[config.mk]
export PLATFORM = sky130hd
export DESIGN_NAME = uart_fifo_irq
export DESIGN_NICKNAME = d
export VERILOG_FILES = /design/src/rtl/uirq_pkg.sv /design/src/rtl/uirq_trig_decode.sv /design/src/rtl/uirq_src_fsm.sv /design/src/rtl/uirq_level_report.sv /design/src/rtl/uart_fifo_irq.sv
export SDC_FILE = /design/constraint.sdc
export NUM_CORES = 1
export LEC_CHECK = 0
export ABC_AREA = 1
export BUFFER_PORTS_ARGS = -buffer_cell sky130_fd_sc_hd__buf_2
export CAP_MARGIN = 20
export CORE_AREA = 2 2 48 50
export DETAILED_ROUTE_END_ITERATION = 7
export DIE_AREA = 0 0 50 52
export GPL_TIMING_DRIVEN = 0
export PLACE_DENSITY = 0.66
export SYNTH_ARGS = -nofsm -noshare
export SYNTH_HDL_FRONTEND = slang
export SYNTH_SLANG_ARGS = --single-unit
[constraint.sdc]
create_clock -name clk -period 0.8 [get_ports clk]
set_input_delay 0.04 -clock clk [delete_from_list [all_inputs] [get_ports clk]]
set_output_delay 0.04 -clock clk [all_outputs]
set_load 0.01 [all_outputs]
[src/rtl/uirq_pkg.sv]
package uirq_pkg;
    typedef enum logic {
        SRC_QUIET   = 1'b0,
        SRC_PENDING = 1'b1
    } src_state_t;

    localparam int NUM_SRC = 2;
    localparam int SRC_TX  = 0;
    localparam int SRC_RX  = 1;
endpackage

[src/rtl/uirq_trig_decode.sv]
module uirq_trig_decode #(
    parameter int LVL_W     = 7,
    parameter int SEL_W     = 4,
    parameter int STEP      = 4,
    parameter int DEF_LEVEL = 32
) (
    input  logic [SEL_W-1:0] sel,
    output logic [LVL_W-1:0] level
);
    always_comb begin
        if (sel == '0)
            level = LVL_W'(DEF_LEVEL);
        else
            level = LVL_W'(sel) * LVL_W'(STEP);
    end
endmodule

[src/rtl/uirq_src_fsm.sv]
module uirq_src_fsm
    import uirq_pkg::*;
(
    input  logic clk,
    input  logic rst_n,
    input  logic cond,
    output logic pending
);
    src_state_t state, state_nx;

    always_comb begin
        state_nx = state;
        unique case (state)
            SRC_QUIET:   if (cond)  state_nx = SRC_PENDING; // RAISE
            SRC_PENDING: if (!cond) state_nx = SRC_QUIET;   // DROP
        endcase
    end

    always_ff @(posedge clk or negedge rst_n) begin
        if (!rst_n) state <= SRC_QUIET;
        else        state <= state_nx;
    end

    always_comb begin
        pending = (state == SRC_PENDING);
    end
endmodule

[src/rtl/uirq_level_report.sv]
module uirq_level_report #(
    parameter int DEPTH = 64,
    parameter int LVL_W = 7
) (
    input  logic [LVL_W-1:0] tx_level,
    input  logic [LVL_W-1:0] rx_level,
    output logic [LVL_W-1:0] tx_space,
    output logic [LVL_W-1:0] rx_count
);
    localparam logic [LVL_W-1:0] FULL = LVL_W'(DEPTH);

    always_comb begin
        tx_space = (tx_level >= FULL) ? '0 : FULL - tx_level;
        rx_count = (rx_level >= FULL) ? FULL : rx_level;
    end
endmodule

[src/rtl/uart_fifo_irq.sv]
module uart_fifo_irq
    import uirq_pkg::*;
#(
    parameter int DEPTH       = 64,
    parameter int SEL_W       = 4,
    parameter int TRIG_STEP   = 4,
    parameter int TX_DEF_TRIG = 32,
    parameter int RX_DEF_TRIG = 48,
    localparam int LVL_W      = $clog2(DEPTH + 1)
) (
    input  logic             clk,
    input  logic             rst_n,
    input  logic             fifo_en,
    input  logic             rs485_auto,
    input  logic             tx_shift_idle,
    input  logic [SEL_W-1:0] tx_trig_sel,
    input  logic [SEL_W-1:0] rx_trig_sel,
    input  logic [LVL_W-1:0] tx_level,
    input  logic [LVL_W-1:0] rx_level,
    input  logic             tx_ie,
    input  logic             rx_ie,
    output logic             irq_n,
    output logic [LVL_W-1:0] tx_space,
    output logic [LVL_W-1:0] rx_count
);
    logic [LVL_W-1:0]   tx_trig, rx_trig;
    logic [NUM_SRC-1:0] cond, pend, ie;
    logic               tx_empty_ok;

    uirq_trig_decode #(.LVL_W(LVL_W), .SEL_W(SEL_W), .STEP(TRIG_STEP),
                       .DEF_LEVEL(TX_DEF_TRIG))
        u_tx_trig (.sel(tx_trig_sel), .level(tx_trig));

    uirq_trig_decode #(.LVL_W(LVL_W), .SEL_W(SEL_W), .STEP(TRIG_STEP),
                       .DEF_LEVEL(RX_DEF_TRIG))
        u_rx_trig (.sel(rx_trig_sel), .level(rx_trig));

    always_comb begin
        tx_empty_ok = (tx_level == '0) && (!rs485_auto || tx_shift_idle);
        if (fifo_en)
            cond[SRC_TX] = tx_empty_ok ||
                           ((tx_level != '0) && (tx_level < tx_trig));
        else
            cond[SRC_TX] = tx_empty_ok;
        cond[SRC_RX] = fifo_en ? (rx_level >= rx_trig) : (rx_level != '0);
        ie[SRC_TX]   = tx_ie;
        ie[SRC_RX]   = rx_ie;
    end

    for (genvar g = 0; g < NUM_SRC; g++) begin : g_src
        uirq_src_fsm u_fsm (
            .clk     (clk),
            .rst_n   (rst_n),
            .cond    (cond[g]),
            .pending (pend[g])
        );
    end

    always_comb begin
        irq_n = ~|(pend & ie);
    end

    uirq_level_report #(.DEPTH(DEPTH), .LVL_W(LVL_W)) u_lvl (
        .tx_level (tx_level),
        .rx_level (rx_level),
        .tx_space (tx_space),
        .rx_count (rx_count)
    );
endmodule

# Word-level counts from Yosys, hierarchy flattened

Cells that the tools add are included.

Input port bits: 29
Word-level logic and storage cells: 28
Bits in registers: 2

Multiplexer cells: 8
Reduce and logical (&&, ||, !) cells: 12
$lt $le $gt $ge: 4
Bitwise operators: 1
Add/sub/neg operators: 1

Operator list:

| kind                                                     | count |
|---|---|
| 7-bit greater-or-equal comparator, second input constant | 2 |
| 7-bit two-way mux                                        | 2 |
| 7-bit nonzero test                                       | 2 |
| 6-bit two-way mux                                        | 2 |
| 4-bit logical NOT                                        | 2 |
| 7-bit greater-or-equal comparator                        | 1 |
| 7-bit logical NOT                                        | 1 |
| 7-bit < comparator                                       | 1 |
| 7-bit subtractor, first input constant                   | 1 |
| 1-bit two-way mux                                        | 4 |
| 2-bit AND                                                | 1 |
| 1-bit logical AND                                        | 2 |
| 1-bit logical NOT                                        | 2 |
| 1-bit logical OR                                         | 2 |
| 2-bit OR reduction                                       | 1 |

# Longest topological paths before layout

Depth after elaboration: 7
Gate-level depth with buffers: 9

# Cells and area by module

Synthesis repeated with hierarchy kept, for this count alone.

Cell total of the unflattened synthesis: 157
Area, all modules: 850.8 µm²

By module, submodules not included:

| module                        | instances | cells each | area each (µm²) |
|---|---|---|---|
| uart_fifo_irq                 | 1         | 77         | 435.4 |
| uirq_level_report             | 1         | 53         | 249.0 |
| uirq_trig_decode at u_rx_trig | 1         | 13         | 60.1 |
| uirq_trig_decode at u_tx_trig | 1         | 12         | 56.3 |
| uirq_src_fsm                  | 2         | 1          | 25.0 |

# Worst setup path after synthesis

No wires, ideal clock.

Path type: in2reg
Start point: input port rx_trig_sel[0]
End point: register g_src[1].u_fsm.state
Slack: -127 ps
Cell stages on the path: 7
Data arrival time: 804 ps
Cells stage by stage: nor2_1 -> a21oi_1 -> ha_1 -> nand2_1 -> inv_1 -> a21oi_1 -> a21oi_1

Word-level cells in the longest chain between the ends: 5

Ends and longest elaborated chain:

| what                                | RTL line                               | source |
|---|---|---|
| start: declaration                  | uart_fifo_irq.sv:17                    | `input logic [SEL_W-1:0] rx_trig_sel,` |
| 4-bit logical NOT                   | uirq_trig_decode.sv:11                 | `if (sel == '0)` |
| 6-bit two-way mux *                 | uirq_trig_decode.sv:11                 |  |
| 7-bit greater-or-equal comparator * | uart_fifo_irq.sv:45                    | `cond[SRC_RX] = fifo_en ? (rx_level >= rx_trig) : (rx_level != '0);` |
| 1-bit two-way mux *                 | uart_fifo_irq.sv:45                    |  |
| via g_src[1].u_fsm.cond             | uirq_src_fsm.sv:6                      | `input logic cond,` |
| 1-bit two-way mux *                 | uirq_src_fsm.sv:14, uirq_src_fsm.sv:15 |  |
| end signal: assignment              | uirq_src_fsm.sv:21                     | `else state <= state_nx;` |
| end: declaration                    | uirq_src_fsm.sv:9                      | `src_state_t state, state_nx;` |

Mark *: on every way through the listed nets, which the timed path passes. The rest lies on a longest branch.

# Worst setup path in the final report

Start point: register g_src[0].u_fsm.state
End point: output port irq_n

Word-level cells in the longest chain between the ends: 3

Ends and longest elaborated chain:

| what                     | RTL line            | source |
|---|---|---|
| start: declaration       | uirq_src_fsm.sv:9   |  |
| start signal: assignment | uirq_src_fsm.sv:21  |  |
| 2-bit AND                | uart_fifo_irq.sv:60 | `irq_n = ~\|(pend & ie);` |
| 2-bit OR reduction       | uart_fifo_irq.sv:60 |  |
| 1-bit logical NOT        | uart_fifo_irq.sv:60 |  |
| end: declaration         | uart_fifo_irq.sv:22 | `output logic irq_n,` |

No other way between the ends.

==> flow_summary.ini <==
[critical_path]
critPathLaunchType = register
crit_arrival_ps = 910
path_class = register to output pin
crit_path_max_fanout = 1
crit_required_ps = 760
crit_path_end_kind = output pin

[synth]
synth.most_common_cell = nor2_1
synth_nets = 135
synth.distinct_cells = 18
synth_edf_count = 0
yosys_warnings = 0
seq_area_frac_synth_pct = 8.850
synth_top_area_share_pct = 17.70
ys_seq_elements = 2
synth-async-reset-ratio_pct = 100.0
synth_commonest_cells = 23 x nor2_1, 21 x inv_1, 18 x nand2_1
ys.flop_type = dfrtp_1
postSynthCellCount = 98
synth_top_area_cell = ha_1
ys_top_cells_by_area = ha_1 18%, nor2_1 15%, inv_1 14%
syn_avg_cell_area_um2 = 5.771
syn_area_um2 = 565.5

[global_route]
antenna_found_initial = 0
grt_first_pass_wirelength_um = 2580
track_usage_pct = 12.57
grt_pass1_vias = 701
grt_overflow = 0
grt_max_degree = 11

[routing]
dr.pass1.iters = 1
dr_total_vias = 750
routed_wirelength_um = 1514
drc = 0
wl_per_cell_um = 8.554
ant_nets = 0
drt_iter0_markers = 0
vias_per_cell = 4.237

[hold_path]
min_path_cells = 4
hp-class = input pin to register
hold_end = g_src[0].u_fsm.pending
min_from = rs485_auto

[sta]
holdWs_ps = 79.99
report.final.slew_viol_count = 0
finalCriticalPeriod_ps = 952.9
period_share_pct = 119.1
finalSetupViolations = 9
setup_slack_ps = -152.9
slew_headroom_pct = 86.21
hold_viol = 0
tightest_slew_ps = 206.4
clock.fmax_mhz = 1049
rsz0062_at_grt = yes

[outcome]
violations = setup timing
outcome = finished with violations

[pwr]
p_seq_share_pct = 14.4
power_density_mw_per_mm2 = 766.8
vdd_drop_max_uv = 427.4
p_clk_share_pct = 27.9
swShare_pct = 36.71
finalPower_uw = 766.6
p_int_uw = 485.2
leakage_uw = 0.0005763
pwr-share-comb_pct = 57.7
p_sw_uw = 281.4

[place]
place_area_um2 = 829.5
placed_cells = 168
portBuffers = 42
place.gp.congestion = 0.7495
dp_hpwl_um = 1227

[die]
core-area_mm2 = 0.002106
start_util_pct = 26.86
die_x_um = 50
die_area_mm2 = 0.002600
row_count = 17
fp.dieH_um = 52
ioPinCount = 44

[layout]
drive_gt1_share_pct = 48.32
final_cell_area_um2 = 999.7
diodes = 0
largest_reg_flops = 2
area_growth_pct = 76.77
fill_cells = 229
nets = 188
stdcell_count = 177

[clock_network]
tritoncts = done
clockBufferDepth = 2
path_clk_slew_ps = 30
root_buffer = clkbuf_4
numClockSinks = 2
htreeDepth = 1
cts_buffers = 3

[job]
cap_violations = 0
## worst max-delay path: stages, from the launching register on
cell and delay [ps]:
dfrtp_1 350, a22o_1 200, inv_1 40, buf_2 110
## placed cells by master (no fill, tap or decap), drive strengths merged
| cell | count |
|---|---|
| nor2 | 25 |
| a22o | 1 |
| inv | 23 |
| ha | 8 |
| a21oi | 8 |
| clkbuf | 5 |
| nand4 | 2 |
| dlygate4sd3 | 1 |
| buf | 47 |
| xor2 | 3 |
| nand2 | 18 |
| dfrtp | 2 |
| nand3 | 6 |
## per-stage QoR
step | setup TNS (ps) | utilization, % | setup slack [ps]
finish | -907.3 | 47.47 | -152.9
global route | -1555 | 47.47 | -216.2
CTS | -1019 | 45.87 | -162.1
detailed placement | -2204 | 39.39 | -316.1
global placement | -1969 | 39.39 | -290.5
floorplan | -93.93 | - | -93.93
## cell families (layout without fill, tap and decap cells)
| group | count (synthesis) | count (layout) | share of synthesized area, % |
|---|---|---|---|
| flip-flops | 2 | 2 | 8.850 |
| AO/OA/AOI/OAI | 9 | 9 | 10.62 |
| XOR/XNOR | 3 | 3 | 4.647 |
| buffers and inverters | 25 | 76 | 16.81 |
| adder cells (fa/ha/maj) | 8 | 8 | 17.70 |
| AND/OR/NAND/NOR | 51 | 51 | 41.37 |
## power groups by stage
stage	Sequential [uW]	Clock (uW)	Combinational, uW
floorplan	111	0	210
global placement	111	0	359
detailed placement	112	0	368
CTS	110	227	426
global route	112	243	502
finish	110	214	442
## area by class of cell
type	instances	area [um^2]	area share [%]
buffer	2	8.758	0.8761
timing repair buffer	48	301.5	30.16
sequential	2	50.05	5.006
clock buffer	3	22.52	2.253
multi-input combinational	71	488.0	48.81
inverter	23	93.84	9.387
tap	28	35.03	3.504
## routing by layer
| metal | vias to the layer above | global-route usage, % | wire [um] |
|---|---|---|---|
| li1 | 405 | - | - |
| met1 | 313 | 12.65 | 602 |
| met2 | 32 | 25.44 | 778 |
| met3 | 0 | 3.161 | 134 |
| met4 | 0 | 2.778 | 0 |
| met5 | - | 0 | 0 |
## timing repair
item                       4_1_cts  5_1_grt
setup endpoints to repair        9        9
resized for setup               21        7
hold buffers                     1        0
pin swaps                       17       12
hold endpoints to repair         2        0
setup buffers                    4        1
## worst max path at each step
| stage | slack (ps) | end | start |
|---|---|---|---|
| 6_report | -150 | irq_n | g_src[0].u_fsm.pending |
| 5_1_grt | -220 | irq_n | g_src[0].u_fsm.pending |
| 4_1_cts | -160 | irq_n | g_src[0].u_fsm.pending |
| 3_5_place_dp | -320 | g_src[1].u_fsm.pending | rx_trig_sel[3] |
| 3_3_place_gp | -290 | g_src[1].u_fsm.pending | rx_trig_sel[3] |
| 2_1_floorplan | -90 | g_src[1].u_fsm.pending | rx_trig_sel[3] |
(Power assumes the default switching activity.)
